==> src/rtl/irq_agg_pkg.sv <==
package irq_agg_pkg;

    // Number of sources. Index order is also the src_evt bit order.
    localparam int NSRC      = 5;
    localparam int SRC_PLAY  = 0;
    localparam int SRC_FRAME = 1;
    localparam int SRC_CNT   = 2;
    localparam int SRC_EXT   = 3;
    localparam int SRC_DISK  = 4;

    // Bus addresses, fixed by the software contract.
    localparam logic [15:0] A_PLAY_CTL  = 16'h4010;
    localparam logic [15:0] A_STATUS    = 16'h4015;
    localparam logic [15:0] A_FRAME_CTL = 16'h4017;
    localparam logic [15:0] A_DISK_CTL  = 16'h4022;
    localparam logic [15:0] A_DISK_STAT = 16'h4030;
    localparam logic [15:0] A_EXT_CTL   = 16'h5204;
    localparam logic [15:0] A_CNT_OFF   = 16'hE000;
    localparam logic [15:0] A_CNT_ON    = 16'hE001;

    // Exact-match data codes.
    localparam logic [7:0] EXT_ON   = 8'h80;
    localparam logic [7:0] DISK_ON  = 8'h02;
    localparam logic [7:0] CODE_OFF = 8'h00;

    typedef enum logic [1:0] {
        SRC_OFF   = 2'd0,
        SRC_ARMED = 2'd1,
        SRC_PEND  = 2'd2
    } src_state_e;

    // One command bundle per source, produced by the decoder each cycle.
    typedef struct packed {
        logic en;
        logic dis;
        logic ack;
    } src_cmd_t;

endpackage

==> src/rtl/irq_cmd_decode.sv <==
module irq_cmd_decode
    import irq_agg_pkg::*;
#(
    parameter int ADDR_W = 16,
    parameter int DATA_W = 8
) (
    input  logic [ADDR_W-1:0]         bus_addr,
    input  logic [DATA_W-1:0]         bus_wdata,
    input  logic                      bus_wr,
    input  logic                      bus_rd,
    input  logic                      smp_restart,
    output src_cmd_t [NSRC-1:0]       cmd
);

    localparam int TOP_BIT = DATA_W - 1;

    // One-hot address hits, shared by all sources.
    logic hit_play, hit_stat, hit_frame, hit_dctl, hit_dstat;
    logic hit_ext, hit_coff, hit_con;

    always_comb begin
        hit_play  = (bus_addr == ADDR_W'(A_PLAY_CTL));
        hit_stat  = (bus_addr == ADDR_W'(A_STATUS));
        hit_frame = (bus_addr == ADDR_W'(A_FRAME_CTL));
        hit_dctl  = (bus_addr == ADDR_W'(A_DISK_CTL));
        hit_dstat = (bus_addr == ADDR_W'(A_DISK_STAT));
        hit_ext   = (bus_addr == ADDR_W'(A_EXT_CTL));
        hit_coff  = (bus_addr == ADDR_W'(A_CNT_OFF));
        hit_con   = (bus_addr == ADDR_W'(A_CNT_ON));
    end

    // Each source picks its own rule.
    for (genvar i = 0; i < NSRC; i++) begin : g_src
        if (i == SRC_PLAY) begin : g_play
            // Top data bit selects on/off; a new sample acknowledges.
            assign cmd[i].en  = bus_wr & hit_play &  bus_wdata[TOP_BIT];
            assign cmd[i].dis = bus_wr & hit_play & ~bus_wdata[TOP_BIT];
            assign cmd[i].ack = smp_restart;
        end else if (i == SRC_FRAME) begin : g_frame
            // Top two data bits both zero enables; anything else disables.
            logic pat_zero;
            assign pat_zero   = (bus_wdata[TOP_BIT -: 2] == 2'b00);
            assign cmd[i].en  = bus_wr & hit_frame &  pat_zero;
            assign cmd[i].dis = bus_wr & hit_frame & ~pat_zero;
            assign cmd[i].ack = bus_rd & hit_stat;
        end else if (i == SRC_CNT) begin : g_cnt
            // Address alone decides; no read acknowledge.
            assign cmd[i].en  = bus_wr & hit_con;
            assign cmd[i].dis = bus_wr & hit_coff;
            assign cmd[i].ack = 1'b0;
        end else if (i == SRC_EXT) begin : g_ext
            // Exact data codes; other values ignored.
            assign cmd[i].en  = bus_wr & hit_ext & (bus_wdata == DATA_W'(EXT_ON));
            assign cmd[i].dis = bus_wr & hit_ext & (bus_wdata == DATA_W'(CODE_OFF));
            assign cmd[i].ack = bus_rd & hit_ext;
        end else begin : g_disk
            // Exact data codes; acknowledge sits at a separate address.
            assign cmd[i].en  = bus_wr & hit_dctl & (bus_wdata == DATA_W'(DISK_ON));
            assign cmd[i].dis = bus_wr & hit_dctl & (bus_wdata == DATA_W'(CODE_OFF));
            assign cmd[i].ack = bus_rd & hit_dstat;
        end
    end

endmodule

==> src/rtl/irq_src_fsm.sv <==
module irq_src_fsm
    import irq_agg_pkg::*;
(
    input  logic     clk,
    input  logic     rst_n,
    input  src_cmd_t cmd,
    input  logic     evt,
    output logic     pending
);

    src_state_e state_q, state_d;

    // State register.
    always_ff @(posedge clk) begin
        if (!rst_n) begin
            state_q <= SRC_OFF;
        end else begin
            state_q <= state_d;
        end
    end

    // Next state. Priority: disable, then event, then acknowledge.
    always_comb begin
        state_d = state_q;
        unique case (state_q)
            SRC_OFF: begin
                if (cmd.en && !cmd.dis) begin
                    state_d = SRC_ARMED;    // enable
                end
            end
            SRC_ARMED: begin
                if (cmd.dis) begin
                    state_d = SRC_OFF;      // disable
                end else if (evt) begin
                    state_d = SRC_PEND;     // fire
                end
            end
            SRC_PEND: begin
                if (cmd.dis) begin
                    state_d = SRC_OFF;      // disable
                end else if (cmd.ack && !evt) begin
                    state_d = SRC_ARMED;    // acknowledge
                end
            end
            default: state_d = SRC_OFF;
        endcase
    end

    // Output decode.
    always_comb begin
        pending = (state_q == SRC_PEND);
    end


    dis_clears_chk: assert property (@(posedge clk) disable iff (!rst_n)
        $past(cmd.dis) |-> !pending);


    off_evt_lost_chk: assert property (@(posedge clk) disable iff (!rst_n)
        ($past(state_q) == SRC_OFF) |-> !pending);


    pend_hold_chk: assert property (@(posedge clk) disable iff (!rst_n)
        ($past(pending) && !$past(cmd.ack) && !$past(cmd.dis)) |-> pending);


    ack_evt_keep_chk: assert property (@(posedge clk) disable iff (!rst_n)
        ($past(pending) && $past(evt) && !$past(cmd.dis)) |-> pending);

endmodule

==> src/rtl/irq_agg_top.sv <==
module irq_agg_top
    import irq_agg_pkg::*;
#(
    parameter int ADDR_W = 16,
    parameter int DATA_W = 8
) (
    input  logic              clk,
    input  logic              rst_n,
    input  logic [ADDR_W-1:0] bus_addr,
    input  logic [DATA_W-1:0] bus_wdata,
    input  logic              bus_wr,
    input  logic              bus_rd,
    input  logic [NSRC-1:0]   src_evt,
    input  logic              smp_restart,
    output logic              irq_n,
    output logic [DATA_W-1:0] bus_rdata
);

    localparam int BIT_PLAY  = DATA_W - 1;
    localparam int BIT_FRAME = DATA_W - 2;

    src_cmd_t [NSRC-1:0] cmd;
    logic     [NSRC-1:0] pend;

    irq_cmd_decode #(
        .ADDR_W (ADDR_W),
        .DATA_W (DATA_W)
    ) u_decode (
        .bus_addr    (bus_addr),
        .bus_wdata   (bus_wdata),
        .bus_wr      (bus_wr),
        .bus_rd      (bus_rd),
        .smp_restart (smp_restart),
        .cmd         (cmd)
    );

    for (genvar i = 0; i < NSRC; i++) begin : g_fsm
        irq_src_fsm u_src (
            .clk     (clk),
            .rst_n   (rst_n),
            .cmd     (cmd[i]),
            .evt     (src_evt[i]),
            .pending (pend[i])
        );
    end

    // Wired-OR request line, active low.
    always_comb begin
        irq_n = ~(|pend);
    end

    // Status read data, combinational during the read strobe.
    always_comb begin
        bus_rdata = '0;
        if (bus_rd && (bus_addr == ADDR_W'(A_STATUS))) begin
            bus_rdata[BIT_PLAY]  = pend[SRC_PLAY];
            bus_rdata[BIT_FRAME] = pend[SRC_FRAME];
        end
    end


    stat_rsvd_chk: assert property (@(posedge clk) disable iff (!rst_n)
        (bus_rd && bus_addr == ADDR_W'(A_STATUS)) |-> (bus_rdata[DATA_W-3:0] == '0));


    idle_rdata_chk: assert property (@(posedge clk) disable iff (!rst_n)
        !bus_rd |-> (bus_rdata == '0));


    irq_fall_cause_chk: assert property (@(posedge clk) disable iff (!rst_n)
        $fell(irq_n) |-> $past(|src_evt));

endmodule

==> config.mk <==
export PLATFORM = sky130hd
export DESIGN_NAME = irq_agg_top
export DESIGN_NICKNAME = d
export VERILOG_FILES = /design/src/rtl/irq_agg_pkg.sv /design/src/rtl/irq_cmd_decode.sv /design/src/rtl/irq_src_fsm.sv /design/src/rtl/irq_agg_top.sv
export SDC_FILE = /design/constraint.sdc
export NUM_CORES = 1
export LEC_CHECK = 0
export ABC_AREA = 1
export BUFFER_PORTS_ARGS = -buffer_cell sky130_fd_sc_hd__clkbuf_2
export CORE_MARGIN = 3
export CORE_UTILIZATION = 40
export DETAILED_ROUTE_END_ITERATION = 8
export PLACE_DENSITY = 0.65
export SKIP_LAST_GASP = 1
export SLEW_MARGIN = 20
export SYNTH_ARGS = -nofsm -noshare
export SYNTH_HDL_FRONTEND = slang
export SYNTH_SLANG_ARGS = --single-unit
==> constraint.sdc <==
create_clock -name clk -period 2.37 [get_ports clk]
set_input_delay 0.474 -clock clk [delete_from_list [all_inputs] [get_ports clk]]
set_output_delay 0.474 -clock clk [all_outputs]
set_load 0.1 [all_outputs]
==> results of run 1 <==
## kinds of logic after synthesis
group	Yosys count	synth area share [%]
other	1	0.350
DFF	10	18.7
buffers and inverters	37	15.1
and+or+nand+nor	129	58.8
AOI/OAI and AO/OA	15	7.12
## final timing paths
| check | from | depth (start not counted) | to | slack, ps |
|---|---|---|---|---|
| worst min register to register | g_fsm[0].u_src.state_q[1] | 2 | g_fsm[0].u_src.state_q[1] | 500 |
| worst max-delay path | bus_addr[11] | 7 | bus_rdata[6] | 370 |
| worst min-delay path | src_evt[2] | 3 | g_fsm[2].u_src.state_q[1] | 480 |
| worst max register to register | g_fsm[3].u_src.state_q[1] | 8 | g_fsm[3].u_src.state_q[0] | 1230 |
## power by group through the flow
stage	registers [W]	logic [W]	clock network [W]
floorplan	0.000195	0.000222	0
global placement	0.000198	0.000282	0
detailed placement	0.000198	0.000280	0
CTS	0.000194	0.000281	0.000166
global route	0.000196	0.000313	0.000174
finish	0.000195	0.000281	0.000158
## cells in the mapped netlist
| cell type | number |
|---|---|
| nor2_1 | 42 |
| nand2_1 | 32 |
| inv_1 | 27 |
| nand3_1 | 19 |
| nand4_1 | 14 |
| dfxtp_1 | 10 |
| a21oi_1 | 7 |
| nor2_2 | 7 |
| buf_4 | 6 |
| nor3_1 | 4 |
| o21ai_1 | 4 |
| inv_2 | 3 |
| nand2_2 | 3 |
| nor2_4 | 3 |
| o21ai_0 | 3 |
| nor4_1 | 2 |
| a31oi_1 | 1 |
| clkinv_1 | 1 |
| conb_1 | 1 |
| nand2_4 | 1 |
| nor2_8 | 1 |
| nor3_2 | 1 |
## final cells by class
class                   count  area [sq um]
inverters                  31           116
flip-flops and latches     10           200
well taps                  30          37.5
clock buffers               4          36.3
multi-input cells         150           736
repair buffers             36           210
fillers                   284          1190
## layer usage
metal	up-vias	global-route usage (%)	wire length (um)
met5	-	0	0
met4	0	5.30	37
met3	4	4.45	130
met2	32	30.2	1290
met1	540	21.9	1260
li1	688	-	-
## worst max-delay path, cell delays in order
cell,delay [ps]
clkbuf_2,80
nor2_2,130
nand2_2,130
nor2_8,150
nand4_1,130
nor2_1,220
buf_12,210
## per-stage QoR
| stage | util [%] | setup TNS, ps | worst slack [ps] | hold slack (ps) | area [sq um] |
|---|---|---|---|---|---|
| 2_1_floorplan | - | -933 | -313 | 460 | 1100 |
| 3_3_place_gp | 51.5 | 0 | 384 | 491 | 1300 |
| 3_5_place_dp | 51.5 | 0 | 374 | 487 | 1300 |
| 4_1_cts | 53.0 | 0 | 349 | 470 | 1340 |
| 5_1_grt | 53.0 | 0 | 289 | 498 | 1340 |
| 6_report | 53.0 | 0 | 365 | 478 | 1340 |
==> impl_metrics.json, run 1 <==
{
  "status": "completed",
  "rsz0062_at_grt": "false",
  "final_common_cell": "nor2_1",
  "synth_top_cells_by_area": "dfxtp_1, nor2_1, nand2_1",
  "routed_wl_mm": 2.71,
  "finalPower_w": 0.000634,
  "fp-row-count": 18,
  "area_delta_synth_final_pct": 24.6,
  "required_ps": 1900,
  "clkSinkCount": 10,
  "final_hold_viol_count": 0,
  "wire_per_inst_um": 10.4,
  "start_kind": "input pin",
  "avgSynthCellArea_sq_um": 5.58,
  "cts-hold-fix-buffers": 0,
  "grt-ovfl-total": 0,
  "max-cap-violations": 0,
  "crit_fanout": 8,
  "drc": 0,
  "critPathKind": "input pin to primary output",
  "stdcell_count": 261,
  "drt_iter0_markers": 31,
  "power_density_mw_per_mm2": 474,
  "top_regs": "g_fsm.u_src.state_q x10",
  "layout_common_cells": "nor2_1, clkbuf_2, nand2_1",
  "comb_power_share_pct": 44.3,
  "yosysWarnings": 0,
  "crit_path_end_kind": "primary output",
  "antenna_found_initial": 0,
  "tightest_slew_ps": 541,
  "nets": 266,
  "clkPwrFrac_pct": 25.0,
  "finalMaxSlewViolations": 0,
  "hold_path_class": "input pin to register",
  "internal_power_w": 0.000353,
  "dieArea_sq_mm": 0.00334,
  "yosys.cell_types.count": 22,
  "ant_nets": 0,
  "ys_ff_latch": 10,
  "h-tree-depth": 1,
  "finalCritPeriodShare_pct": 84.6,
  "yosysTopAreaCellShare_pct": 18.7,
  "grt_pass1_wl_mm": 4.63,
  "die_h_um": 57.8,
  "swShare_pct": 44.3,
  "largest_reg_flops": 10,
  "dp_hpwl_mm": 2.33,
  "fmax_mhz": 499,
  "port-buffer-count": 36,
  "cts-buffers-inserted": 3,
  "route.vias.total": 1264,
  "syn_inst": 192,
  "post_cts_resized": 0,
  "p_leak_nw": 0.643,
  "slew_headroom_pct": 64.1,
  "ios": 43,
  "cts_setup_buffers": 0,
  "setup_viol": 0,
  "start_util_pct": 42.5,
  "viasPerCell": 4.84,
  "clk_pin_slew_ps": 70,
  "synth_seq_area_share_pct": 18.7,
  "synth_top_area_cell": "dfxtp_1",
  "tritoncts": "yes",
  "seq_power_share_pct": 30.7,
  "grt_max_degree": 9,
  "clock_latency_ps": 270,
  "grt_pass1_vias": 1140,
  "gp_congestion": 0.937,
  "placedCellCount": 257,
  "core_sq_mm": 0.00252,
  "fin_crit_ps": 2000,
  "clk_path_buf_depth": 2,
  "die_w_um": 57.8,
  "drive_above_1_share_pct": 26.0,
  "grt_use_total_pct": 17.7,
  "regMostFlops": "g_fsm.u_src.state_q",
  "drt-pass1-iter-count": 4,
  "ir_worst_vdd_v": 0.000414,
  "synth_area_sq_mm": 0.00107,
  "antenna_cells": 0,
  "worstPathArrival_ps": 1530,
  "p_sw_w": 0.000280,
  "skew_ps": 0.0869,
  "cts_root_buffer": "clkbuf_4"
}
(Power assumes the default switching activity.)
==> run 2, diff against run 1 <==
Clock period 2.37 ns to 1.85 ns, I/O delays scaled along.
==> run 2 against run 1 <==
Net effect:
- sequential power increased by 27%
- hold slack got worse by 110 ps
- count of clock-buffer cells in the layout decreased by 1
- combinational power grew 45%
- via count grew 2.7%
- first-iteration DRC count grew 120%
- critical path depth is 4 lower
- non-clock buffer count grew 2
- sequential cell count unchanged
- routed wire length is 4.8% higher
- worst setup slack worse by 230 ps
- critical path type is now register to primary output
- critical endpoint is now irq_n
- largest cell class unchanged
==> impl_metrics.json, run 2 (synthesis gave the netlist of run 1 again) <==
{
  "ios": 43,
  "max-cap-violations": 0,
  "drive_above_1_share_pct": 27.2,
  "ant_nets": 0,
  "stdcell_count": 262,
  "skew_ps": 0.229,
  "ir_worst_vdd_v": 0.000545,
  "status": "completed",
  "cts_root_buffer": "clkbuf_4",
  "die_w_um": 57.8,
  "fillerInstances": 268,
  "drt-pass1-iter-count": 4,
  "final_common_cell": "nor2_1",
  "dp_hpwl_mm": 2.42,
  "die_h_um": 57.8,
  "hold_path_class": "input pin to register",
  "required_ps": 1480,
  "fp-row-count": 18,
  "power_density_mw_per_mm2": 597,
  "crit_path_end_kind": "primary output",
  "grt_pass1_wl_mm": 4.85,
  "worstPathArrival_ps": 1340,
  "largest_reg_flops": 10,
  "finalPower_w": 0.000815,
  "core_sq_mm": 0.00252,
  "viasPerCell": 4.95,
  "nets": 268,
  "start_kind": "register",
  "setup-tns-final_ps": 0,
  "grt-ovfl-total": 0,
  "drt_iter0_markers": 67,
  "gp_congestion": 0.954,
  "setup_viol": 0,
  "drc": 0,
  "dieArea_sq_mm": 0.00334,
  "layout_common_cells": "nor2_1, clkbuf_2, nand2_1",
  "clk_pin_slew_ps": 70,
  "wire_per_inst_um": 10.8,
  "antenna_cells": 0,
  "cts-buffers-inserted": 3,
  "clkSinkCount": 10,
  "final_hold_viol_count": 0,
  "finalCritPeriodShare_pct": 92.6,
  "dp_slack_ps": 135,
  "route.vias.total": 1298,
  "fin_area_sq_mm": 0.00137,
  "grt_max_degree": 8,
  "grt_pass1_vias": 1147,
  "finalMaxSlewViolations": 0,
  "setup_ws_ps": 136,
  "clock_latency_ps": 270,
  "antenna_found_initial": 0,
  "postPlaceCellArea_sq_mm": 0.00134,
  "critPathKind": "register to primary output",
  "top_regs": "g_fsm.u_src.state_q x10",
  "fmax_mhz": 584,
  "port-buffer-count": 36,
  "cts-hold-fix-buffers": 0,
  "start_util_pct": 42.5,
  "routed_wl_mm": 2.84,
  "regMostFlops": "g_fsm.u_src.state_q",
  "tritoncts": "yes",
  "cts_setup_buffers": 0,
  "clk_path_buf_depth": 2,
  "crit_fanout": 5,
  "p_leak_nw": 0.659,
  "fin_crit_ps": 1710,
  "grt_use_total_pct": 18.1,
  "placedCellCount": 259,
  "post_cts_resized": 0,
  "rsz0062_at_grt": "false",
  "h-tree-depth": 1,
  "area_delta_synth_final_pct": 27.4
}
run 2: cell count changes in the layout (fill, tap and decap cells not counted):
cell      delta
nor2_2       +2
nor4_2       -1
buf_4        +2
nor4_4       +1
clkbuf_8     -1
buf_12       +1
clkbuf_2     -1
nor2_1       -2
run 2: per-stage QoR:
step	hold slack [ps]	util, %
3_3_place_gp	482	53.3
4_1_cts	369	54.2
6_report	367	54.2
3_5_place_dp	500	53.3
5_1_grt	383	54.2
2_1_floorplan	460	-
run 2: power breakdown:
part           switching (W)  total [W]  internal [W]
logic               0.000277   0.000408      0.000131
registers          0.0000145   0.000248      0.000233
clock network      0.0000843   0.000160     0.0000755
total               0.000375   0.000815      0.000440
run 2: per-layer routing:
| layer | wire length [um] | global-route usage (%) | share of wire (%) | vias up |
|---|---|---|---|---|
| met1 | 1290 | 24.0 | 45 | 557 |
| met2 | 1300 | 30.0 | 46 | 49 |
| met5 | 0 | 0 | 0 | - |
| met3 | 230 | 3.34 | 8.1 | 4 |
| li1 | - | - | - | 688 |
| met4 | 18 | 4.97 | 0.63 | 0 |
run 2: area by class of cell:
cell class | count | area, sq um | share of cell area, %
multi-input cells | 150 | 749 | 54.9
repair buffers | 38 | 240 | 17.6
flip-flops and latches | 10 | 200 | 14.7
inverters | 31 | 116 | 8.52
well taps | 30 | 37.5 | 2.75
clock buffers | 3 | 22.5 | 1.65
run 2: worst paths after layout:
kind                              from                   endpoint  slack (ps)  cells after the start
max reg2reg  g_fsm[3].u_src.state_q[1]  g_fsm[3].u_src.state_q[0]         660                      8
min                         src_evt[2]  g_fsm[2].u_src.state_q[1]         370                      3
max          g_fsm[4].u_src.state_q[0]                      irq_n         140                      3
min reg2reg  g_fsm[0].u_src.state_q[1]  g_fsm[0].u_src.state_q[1]         510                      2
run 2: worst max-delay path: stages, from the launching register on:
cell	delay (ps)
dfxtp_1	390
nor2_1	120
nor4_4	340
buf_12	210
